### src/rtl/addr_router_pkg.sv
`timescale 1ns/1ps
package addr_router_pkg;
  // one-hot destination bit positions
  localparam int DEST_COH    = 0;
  localparam int DEST_NCOH   = 1;
  localparam int DEST_CFG    = 2;
  localparam int DEST_LEGACY = 3;
  localparam int DEST_ABORT  = 4;
  localparam int DEST_CPUBUS = 5;
  localparam int DEST_PORT0  = 6;

  // range strobes from the compare datapath to the priority control
  typedef struct packed {
    logic dosHit;
    logic shadowHit;
    logic shadowToMem;
    logic lowMemHit;
    logic cfgHit;
    logic intrRangeHit;
    logic fixedLegacyHit;
    logic highMemHit;
    logic gapHit;
  } hitT;
endpackage

### src/rtl/addr_router_cmp.sv
`timescale 1ns/1ps
module addr_router_cmp
  import addr_router_pkg::*;
#(
  parameter int ADDR_W        = 36,
  parameter int NUM_PORTS     = 6,
  parameter int SHADOW_SEGS   = 4,
  parameter int CFG_SIZE_LOG2 = 28
) (
  input  logic [ADDR_W-1:0]             reqAddr,
  input  logic                          reqWrite,
  input  logic [ADDR_W-1:0]             topLowMem,
  input  logic [ADDR_W-1:0]             highMemLimit,
  input  logic [ADDR_W-1:0]             cfgBase,
  input  logic [2*SHADOW_SEGS-1:0]      shadowAttr,
  input  logic [NUM_PORTS-1:0]          portMemEn,
  input  logic [32*NUM_PORTS-1:0]       portMemBase,
  input  logic [32*NUM_PORTS-1:0]       portMemLimit,
  input  logic [32*NUM_PORTS-1:0]       portPfBaseLo,
  input  logic [(ADDR_W-32)*NUM_PORTS-1:0] portPfBaseHi,
  input  logic [32*NUM_PORTS-1:0]       portPfLimitLo,
  input  logic [(ADDR_W-32)*NUM_PORTS-1:0] portPfLimitHi,
  output hitT                           hits,
  output logic [NUM_PORTS-1:0]          portHit
);
  localparam int HI_W   = ADDR_W - 32;
  localparam int SEG_IW = $clog2(SHADOW_SEGS);
  localparam int SEG_SH = 18 - SEG_IW;

  localparam logic [ADDR_W-1:0] DOS_END     = ADDR_W'(64'h0000_A0000);
  localparam logic [ADDR_W-1:0] BIOS_START  = ADDR_W'(64'h0000_C0000);
  localparam logic [ADDR_W-1:0] ONE_MEG     = ADDR_W'(64'h0010_0000);
  localparam logic [ADDR_W-1:0] GAP_END     = ADDR_W'(64'hFE00_0000);
  localparam logic [ADDR_W-1:0] INTR_LO     = ADDR_W'(64'hFEE0_0000);
  localparam logic [ADDR_W-1:0] INTR_HI     = ADDR_W'(64'hFEEF_FFFF);
  localparam logic [ADDR_W-1:0] LEGA_LO     = ADDR_W'(64'hFEC9_0000);
  localparam logic [ADDR_W-1:0] LEGA_HI     = ADDR_W'(64'hFED1_FFFF);
  localparam logic [ADDR_W-1:0] FW_LO       = ADDR_W'(64'hFF00_0000);
  localparam logic [ADDR_W-1:0] FOUR_GIG    = ADDR_W'(64'h1_0000_0000);
  localparam logic [ADDR_W:0]   CFG_SPAN    = (ADDR_W+1)'(1) << CFG_SIZE_LOG2;

  logic [SEG_IW-1:0] segIdx;
  logic [1:0]        segAttr;
  logic [ADDR_W:0]   cfgEnd;

  assign segIdx  = reqAddr[17:SEG_SH];
  assign segAttr = shadowAttr[{segIdx, 1'b0} +: 2];
  assign cfgEnd  = {1'b0, cfgBase} + CFG_SPAN;

  assign hits.dosHit         = reqAddr < DOS_END;
  assign hits.shadowHit      = (reqAddr >= BIOS_START) && (reqAddr < ONE_MEG);
  assign hits.shadowToMem    = reqWrite ? segAttr[1] : segAttr[0];
  assign hits.lowMemHit      = (reqAddr >= ONE_MEG) && (reqAddr < topLowMem);
  assign hits.cfgHit         = (reqAddr >= cfgBase) && ({1'b0, reqAddr} < cfgEnd);
  assign hits.intrRangeHit   = (reqAddr >= INTR_LO) && (reqAddr <= INTR_HI);
  assign hits.fixedLegacyHit = ((reqAddr >= LEGA_LO) && (reqAddr <= LEGA_HI)) ||
                               ((reqAddr >= FW_LO) && (reqAddr < FOUR_GIG));
  assign hits.highMemHit     = (reqAddr >= FOUR_GIG) && (reqAddr < highMemLimit);
  assign hits.gapHit         = (reqAddr >= topLowMem) && (reqAddr < GAP_END);

  for (genvar p = 0; p < NUM_PORTS; p++) begin : g_port
    logic [ADDR_W-1:0] pfBase;
    logic [ADDR_W-1:0] pfLimit;
    logic              memWinHit;
    logic              pfWinHit;
    assign pfBase    = {portPfBaseHi[p*HI_W +: HI_W], portPfBaseLo[p*32 +: 32]};
    assign pfLimit   = {portPfLimitHi[p*HI_W +: HI_W], portPfLimitLo[p*32 +: 32]};
    assign memWinHit = hits.gapHit && (reqAddr[ADDR_W-1:32] == '0) &&
                       (reqAddr[31:0] >= portMemBase[p*32 +: 32]) &&
                       (reqAddr[31:0] <= portMemLimit[p*32 +: 32]);
    assign pfWinHit  = (reqAddr >= pfBase) && (reqAddr <= pfLimit);
    assign portHit[p] = portMemEn[p] && (memWinHit || pfWinHit);
  end
endmodule

### src/rtl/addr_router_ctl.sv
`timescale 1ns/1ps
module addr_router_ctl
  import addr_router_pkg::*;
#(
  parameter int NUM_PORTS = 6,
  localparam int DEST_W   = DEST_PORT0 + NUM_PORTS
) (
  input  logic                 clk,
  input  logic                 rstN,
  input  logic                 reqValid,
  input  logic                 reqIsIntr,
  input  hitT                  hits,
  input  logic [NUM_PORTS-1:0] portHit,
  output logic                 destValid,
  output logic [DEST_W-1:0]    destOh
);
  logic [DEST_W-1:0] nextDest;
  logic              portFound;

  always_comb begin
    nextDest  = '0;
    portFound = 1'b0;
    if (hits.dosHit)              nextDest[DEST_COH]    = 1'b1;
    else if (hits.shadowHit)      nextDest[hits.shadowToMem ? DEST_NCOH : DEST_LEGACY] = 1'b1;
    else if (hits.lowMemHit)      nextDest[DEST_COH]    = 1'b1;
    else if (hits.cfgHit)         nextDest[DEST_CFG]    = 1'b1;
    else if (hits.intrRangeHit)   nextDest[reqIsIntr ? DEST_CPUBUS : DEST_ABORT] = 1'b1;
    else if (hits.fixedLegacyHit) nextDest[DEST_LEGACY] = 1'b1;
    else if (hits.highMemHit)     nextDest[DEST_COH]    = 1'b1;
    else if (|portHit) begin
      for (int p = 0; p < NUM_PORTS; p++) begin
        if (portHit[p] && !portFound) begin
          nextDest[DEST_PORT0 + p] = 1'b1;
          portFound = 1'b1;
        end
      end
    end
    else if (hits.gapHit)         nextDest[DEST_ABORT]  = 1'b1;
    else                          nextDest[DEST_LEGACY] = 1'b1;
  end

  always_ff @(posedge clk or negedge rstN) begin
    if (!rstN) begin
      destValid <= 1'b0;
      destOh    <= '0;
    end else begin
      destValid <= reqValid;
      destOh    <= reqValid ? nextDest : '0;
    end
  end
endmodule

### src/rtl/addr_router.sv
`timescale 1ns/1ps
module addr_router
  import addr_router_pkg::*;
#(
  parameter int ADDR_W        = 36,
  parameter int NUM_PORTS     = 6,
  parameter int SHADOW_SEGS   = 4,
  parameter int CFG_SIZE_LOG2 = 28,
  localparam int HI_W         = ADDR_W - 32,
  localparam int DEST_W       = DEST_PORT0 + NUM_PORTS
) (
  input  logic                          clk,
  input  logic                          rstN,
  input  logic                          reqValid,
  input  logic [ADDR_W-1:0]             reqAddr,
  input  logic                          reqWrite,
  input  logic                          reqIsIntr,
  input  logic [ADDR_W-1:0]             topLowMem,
  input  logic [ADDR_W-1:0]             highMemLimit,
  input  logic [ADDR_W-1:0]             cfgBase,
  input  logic [2*SHADOW_SEGS-1:0]      shadowAttr,
  input  logic [NUM_PORTS-1:0]          portMemEn,
  input  logic [32*NUM_PORTS-1:0]       portMemBase,
  input  logic [32*NUM_PORTS-1:0]       portMemLimit,
  input  logic [32*NUM_PORTS-1:0]       portPfBaseLo,
  input  logic [HI_W*NUM_PORTS-1:0]     portPfBaseHi,
  input  logic [32*NUM_PORTS-1:0]       portPfLimitLo,
  input  logic [HI_W*NUM_PORTS-1:0]     portPfLimitHi,
  output logic                          destValid,
  output logic [DEST_W-1:0]             destOh
);
  hitT                  hits;
  logic [NUM_PORTS-1:0] portHit;

  addr_router_cmp #(
    .ADDR_W(ADDR_W), .NUM_PORTS(NUM_PORTS),
    .SHADOW_SEGS(SHADOW_SEGS), .CFG_SIZE_LOG2(CFG_SIZE_LOG2)
  ) u_cmp (
    .reqAddr(reqAddr), .reqWrite(reqWrite),
    .topLowMem(topLowMem), .highMemLimit(highMemLimit), .cfgBase(cfgBase),
    .shadowAttr(shadowAttr), .portMemEn(portMemEn),
    .portMemBase(portMemBase), .portMemLimit(portMemLimit),
    .portPfBaseLo(portPfBaseLo), .portPfBaseHi(portPfBaseHi),
    .portPfLimitLo(portPfLimitLo), .portPfLimitHi(portPfLimitHi),
    .hits(hits), .portHit(portHit)
  );

  addr_router_ctl #(.NUM_PORTS(NUM_PORTS)) u_ctl (
    .clk(clk), .rstN(rstN), .reqValid(reqValid), .reqIsIntr(reqIsIntr),
    .hits(hits), .portHit(portHit),
    .destValid(destValid), .destOh(destOh)
  );
endmodule

### config.mk
export PLATFORM = sky130hd
export DESIGN_NAME = addr_router
export DESIGN_NICKNAME = d
export VERILOG_FILES = /design/src/rtl/addr_router_pkg.sv /design/src/rtl/addr_router_cmp.sv /design/src/rtl/addr_router_ctl.sv /design/src/rtl/addr_router.sv
export SDC_FILE = /design/constraint.sdc
export NUM_CORES = 1
export LEC_CHECK = 0
export ABC_AREA = 0
export ABC_CLOCK_PERIOD_IN_PS = 800
export BUFFER_PORTS_ARGS = -buffer_cell sky130_fd_sc_hd__buf_2
export CORE_AREA = 3 3 382 384
export DETAILED_ROUTE_END_ITERATION = 7
export DIE_AREA = 0 0 385 387
export MAX_ROUTING_LAYER = met4
export SLEW_MARGIN = 20
export SYNTH_ARGS = -nofsm -noshare
export SYNTH_HDL_FRONTEND = slang
export SYNTH_SLANG_ARGS = --single-unit
### constraint.sdc
create_clock -name clk -period 0.8 [get_ports clk]
set_input_delay 0.04 -clock clk [delete_from_list [all_inputs] [get_ports clk]]
set_output_delay 0.04 -clock clk [all_outputs]
set_load 0.03 [all_outputs]
==> results.txt <==
----------------------------------------------------
[Floorplan]
  IO Count ... 992
  Initial core utilization ... 0.171
  Die width ... 385 um
  Chip Height ... 387 um
  Area of the placeable core ... approximately 140000 um^2
  Number of standard-cell rows in the floorplan ... 139
  Die outline area ... 149000 um^2

[Global route]
  Pin count of the biggest net entering global routing ... 17
  Antenna violations before repair ... 70
  Global-route wire length before repair ... 244 mm
  Via count of the first global-routing pass ... roughly 32000
  Total track usage ... 0.240
  Grt ovf ... 0

[Timing]
  Worst-margin pin slew ... between 0.5 and 0.6 ns
  Headroom to the max-slew limit ... 0.612
  Final Max Tran Viols ... 0
  Final Hold Fails ... 0
  Number of endpoints failing setup at the final stage ... 25
  Time the final worst path needs with I/O delays and setup ... 2.79 ns
  Post-route worst setup slack ... -1.99 ns
  Portion of the clock cycle consumed by the worst path in the final layout ... 3.48
  Max Clock Freq ... 359 MHz
  Unrepaired setup endpoints after global routing ... yes

[Worst hold path]
  Start point of the worst min-delay path ... reqIsIntr
  Worst Hold Path Cells ... 3
  Worst hold path type ... in -> reg
  Worst hold path endpoint ... u_ctl.destOh[5]

[Logic synthesis]
  Seq cells post-synth ... 13
  Prevailing post-synth register cell ... sky130_fd_sc_hd__dfrtp_1
  Share of flip-flops with an asynchronous set or reset after synthesis ... 1.00
  Syn nets ... between 5000 and 6000
  Mean instance size in the synthesized netlist ... 7.25 um^2
  EDFF count, synth ... 0
  Synth Warn # ... 0
  Part of the Yosys area used for sequential elements ... 0.0133
  Number of standard cells after synthesis ... between 3000 and 4000
  Library cells used by synthesis ... 83
  Area of the mapped netlist ... 24500 um^2

[CTS]
  TritonCTS Sinks ... 13
  CTS tree ... done
  Clock transition time at the flip-flop clock pins of the worst setup and hold paths ... 0.05 ns
  Root Buffer ... sky130_fd_sc_hd__clkbuf_16
  Num CTS Buffers ... 3
  Clk buf depth ... 2
  Max H-tree Level ... 1

[Cells and area]
  Area of all placed cells without fillers ... 39400 um^2
  Net count, final ... between 6000 and 7000
  Layout area overhead ... 60.9%
  Post-route insts no fill ... 6881
  Layout cells sized above 1 ... 0.358

[Drt]
  Router iterations before antenna repair ... 5
  Remaining number of nets flagged by the antenna check after routing ... 0
  Total routed wirelength ... roughly 180 mm
  Drt drc ... 0
  Avg Vias per Cell ... 4.60
  Mean routed wirelength per cell ... between 20 and 30 um
  Number of DRC markers in iteration 0 ... ~1700
  Via count of the routed design ... 31700

[Critical path]
  Required time of the critical path ... 0.97 ns
  Worst path arrival time ... 2.95 ns
  Critical Path End Type ... flip-flop
  Critical-path maximum fanout ... 4
  Crit path kind ... in -> reg
  Critical path startpoint category ... input pin

[Placement]
  Final Wtd Congestion ... 1.02
  Post-DP Area ... 36500 um^2
  Post-DP HPWL ... ~170 mm
  IO Port Bufs ... between 900 and 1000
  Dpl cells ... 6769

[Run status]
  Violated checks ... negative setup slack
  Result of the run ... finished, violations left

[Pwr]
  Pwr Total ... 0.0239 W
  Worst supply voltage drop on vdd ... 0.569 mV
  Areal power density over the cells ... 606 nW/um^2
  Leakage component of the power ... 23.3 nW

[Flow run]
  Max-cap violations ... 0

----------------------------------------------------
-- Yosys cell counts (7+ instances only) --
| cell type | n | area, um^2 |
|---|---|---|
| sky130_fd_sc_hd__and3_1 | 14 | 87.6 |
| sky130_fd_sc_hd__nand2b_1 | 24 | 150 |
| sky130_fd_sc_hd__a31oi_1 | 14 | 87.6 |
| sky130_fd_sc_hd__a221o_1 | 7 | 70.1 |
| sky130_fd_sc_hd__a211oi_1 | 35 | 263 |
| sky130_fd_sc_hd__nor2_1 | 111 | 417 |
| sky130_fd_sc_hd__nand2_1 | 172 | 646 |
| sky130_fd_sc_hd__nor2b_1 | 24 | 150 |
| sky130_fd_sc_hd__nor3_1 | 31 | 155 |
| sky130_fd_sc_hd__or3_1 | 10 | 62.6 |
| sky130_fd_sc_hd__o211ai_1 | 28 | 210 |
| sky130_fd_sc_hd__a21oi_1 | 280 | 1400 |
| sky130_fd_sc_hd__ha_1 | 932 | 11700 |
| sky130_fd_sc_hd__o2111ai_1 | 9 | 78.8 |
| sky130_fd_sc_hd__nand4_1 | 151 | 945 |
| sky130_fd_sc_hd__and4_1 | 21 | 184 |
| sky130_fd_sc_hd__a2111oi_0 | 16 | 140 |
| sky130_fd_sc_hd__dfrtp_1 | 13 | 325 |
| sky130_fd_sc_hd__o21ai_0 | 129 | 646 |
| sky130_fd_sc_hd__a221oi_1 | 14 | 123 |
| sky130_fd_sc_hd__inv_1 | 920 | 3450 |
| sky130_fd_sc_hd__o21a_1 | 26 | 195 |
| sky130_fd_sc_hd__a21o_1 | 163 | 1220 |
| sky130_fd_sc_hd__nand3_1 | 68 | 340 |
| sky130_fd_sc_hd__nor4_1 | 31 | 194 |
-- worst max-delay path: stages --
cell,delay [ns]
sky130_fd_sc_hd__buf_8,0.10
sky130_fd_sc_hd__buf_12,0.14
sky130_fd_sc_hd__buf_6,0.12
sky130_fd_sc_hd__buf_6,0.12
sky130_fd_sc_hd__ha_4,0.26
sky130_fd_sc_hd__nand2_2,0.04
sky130_fd_sc_hd__or4_1,0.51
sky130_fd_sc_hd__o211ai_1,0.35
sky130_fd_sc_hd__buf_4,0.27
sky130_fd_sc_hd__a31o_4,0.19
sky130_fd_sc_hd__nor2_4,0.05
sky130_fd_sc_hd__nor3_4,0.28
sky130_fd_sc_hd__nand3_4,0.15
sky130_fd_sc_hd__buf_6,0.14
sky130_fd_sc_hd__nor3_2,0.17
-- placed cells by master, fill, tap and decap left out, types with 7 or more instances in the layout --
cell                        count
sky130_fd_sc_hd__a31oi_1        9
sky130_fd_sc_hd__buf_6         55
sky130_fd_sc_hd__a21oi_2        9
sky130_fd_sc_hd__nand2_1      167
sky130_fd_sc_hd__a221o_1        7
sky130_fd_sc_hd__inv_1        917
sky130_fd_sc_hd__dfrtp_1       12
sky130_fd_sc_hd__or3_1          8
sky130_fd_sc_hd__a221oi_2       9
sky130_fd_sc_hd__o2111ai_1      7
sky130_fd_sc_hd__and3_1        10
sky130_fd_sc_hd__o21ai_1       16
sky130_fd_sc_hd__a21o_1       162
sky130_fd_sc_hd__nand3_1       64
sky130_fd_sc_hd__and4_1        18
sky130_fd_sc_hd__nor2_1       104
sky130_fd_sc_hd__a2111oi_2      7
sky130_fd_sc_hd__ha_1         894
sky130_fd_sc_hd__buf_2        945
sky130_fd_sc_hd__nor4_1        17
sky130_fd_sc_hd__o21ai_2        9
sky130_fd_sc_hd__buf_12        89
sky130_fd_sc_hd__a211oi_2       9
sky130_fd_sc_hd__nor4_4        11
sky130_fd_sc_hd__buf_4        458
sky130_fd_sc_hd__nor2b_1       24
sky130_fd_sc_hd__o21a_1        26
sky130_fd_sc_hd__ha_4          38
sky130_fd_sc_hd__a211oi_1      25
sky130_fd_sc_hd__nand2b_1      21
sky130_fd_sc_hd__o211ai_1      28
sky130_fd_sc_hd__nor3_1        22
sky130_fd_sc_hd__buf_8         13
sky130_fd_sc_hd__diode_2       33
sky130_fd_sc_hd__a21oi_1      272
sky130_fd_sc_hd__nand4_1      151
sky130_fd_sc_hd__o21ai_0      107
-- through the flow --
stage | TNS, ns | setup WS (ns) | hold slack [ns] | util
final | -20.81 | -1.99 | 0.0559 | 0.275
after global routing | -21.93 | -2.06 | 0.0598 | 0.275
after CTS | -21.22 | -1.98 | 0.0508 | 0.268
after detailed placement | -27.89 | -2.70 | -0.0500 | 0.255
after global placement | -27.78 | -2.65 | -0.0500 | 0.255
after floorplan | -15.93 | -1.68 | -0.256 | -
-- power breakdown --
| group | leakage [nW] | switching [W] | internal (W) |
|---|---|---|---|
| sequential | 0.176 | 0.0000106 | 0.000675 |
| combinational | 23.1 | 0.0121 | 0.0101 |
| clock | 0.0411 | 0.000316 | 0.000668 |
| total | 23.3 | 0.0124 | 0.0114 |
-- layer usage --
metal	global-route usage	part of all wire
met4	0.0725	0.042
met2	0.422	0.49
met3	0.0261	0.050
met1	0.287	0.42
met5	-	0
-- how the worst max path moves through the flow --
| stage | startpoint | to | slack (ns) |
|---|---|---|---|
| global placement | reqAddr[21] | u_ctl.destOh[4] | -2.65 |
| CTS | reqAddr[9] | u_ctl.destOh[3] | -1.98 |
| finish | reqAddr[6] | u_ctl.destOh[11] | -1.99 |
| detailed placement | reqAddr[21] | u_ctl.destOh[10] | -2.70 |
| global route | reqAddr[6] | u_ctl.destOh[11] | -2.06 |
| floorplan | reqAddr[0] | u_ctl.destOh[4] | -1.68 |
-- cell type report --
class / instances / area (um^2)
fill: 15700 / 104000
multi-input combinational: 2443 / 22200
timing repair buffer: 1565 / 10900
inverter: 920 / 3460
tap: 1903 / 2380
sequential: 13 / 327
antenna: 33 / 82.6
clock buffer: 3 / 75.1
clock inverter: 1 / 5.00
-- cells by family after synthesis --
| kind of cell | after synthesis | synth area share |
|---|---|---|
| adder cells (fa/ha/maj) | 932 | 0.476 |
| buffers and inverters | 920 | 0.141 |
| AO/OA/AOI/OAI | 816 | 0.218 |
| AND/OR/NAND/NOR | 684 | 0.146 |
| flip-flops | 13 | 0.0133 |
| XOR/XNOR | 6 | 0.00215 |
| multiplexers | 5 | 0.00312 |
-- flip-flops by register name, summed over array words and instances (netlist names) --
signal           flops
u_ctl.destOh        12
u_ctl.destValid      1
-- what timing repair did --
action | in CTS | in global routing
setup buffers | 56 | 24
hold buffers | 1 | 0
setup endpoints to repair | 25 | 25
pin swaps | 65 | 104
hold endpoints to repair | 13 | 0
cloned | 1 | 1
resized for setup | 262 | 140
No activity file was read; power rests on OpenSTA's default activity.
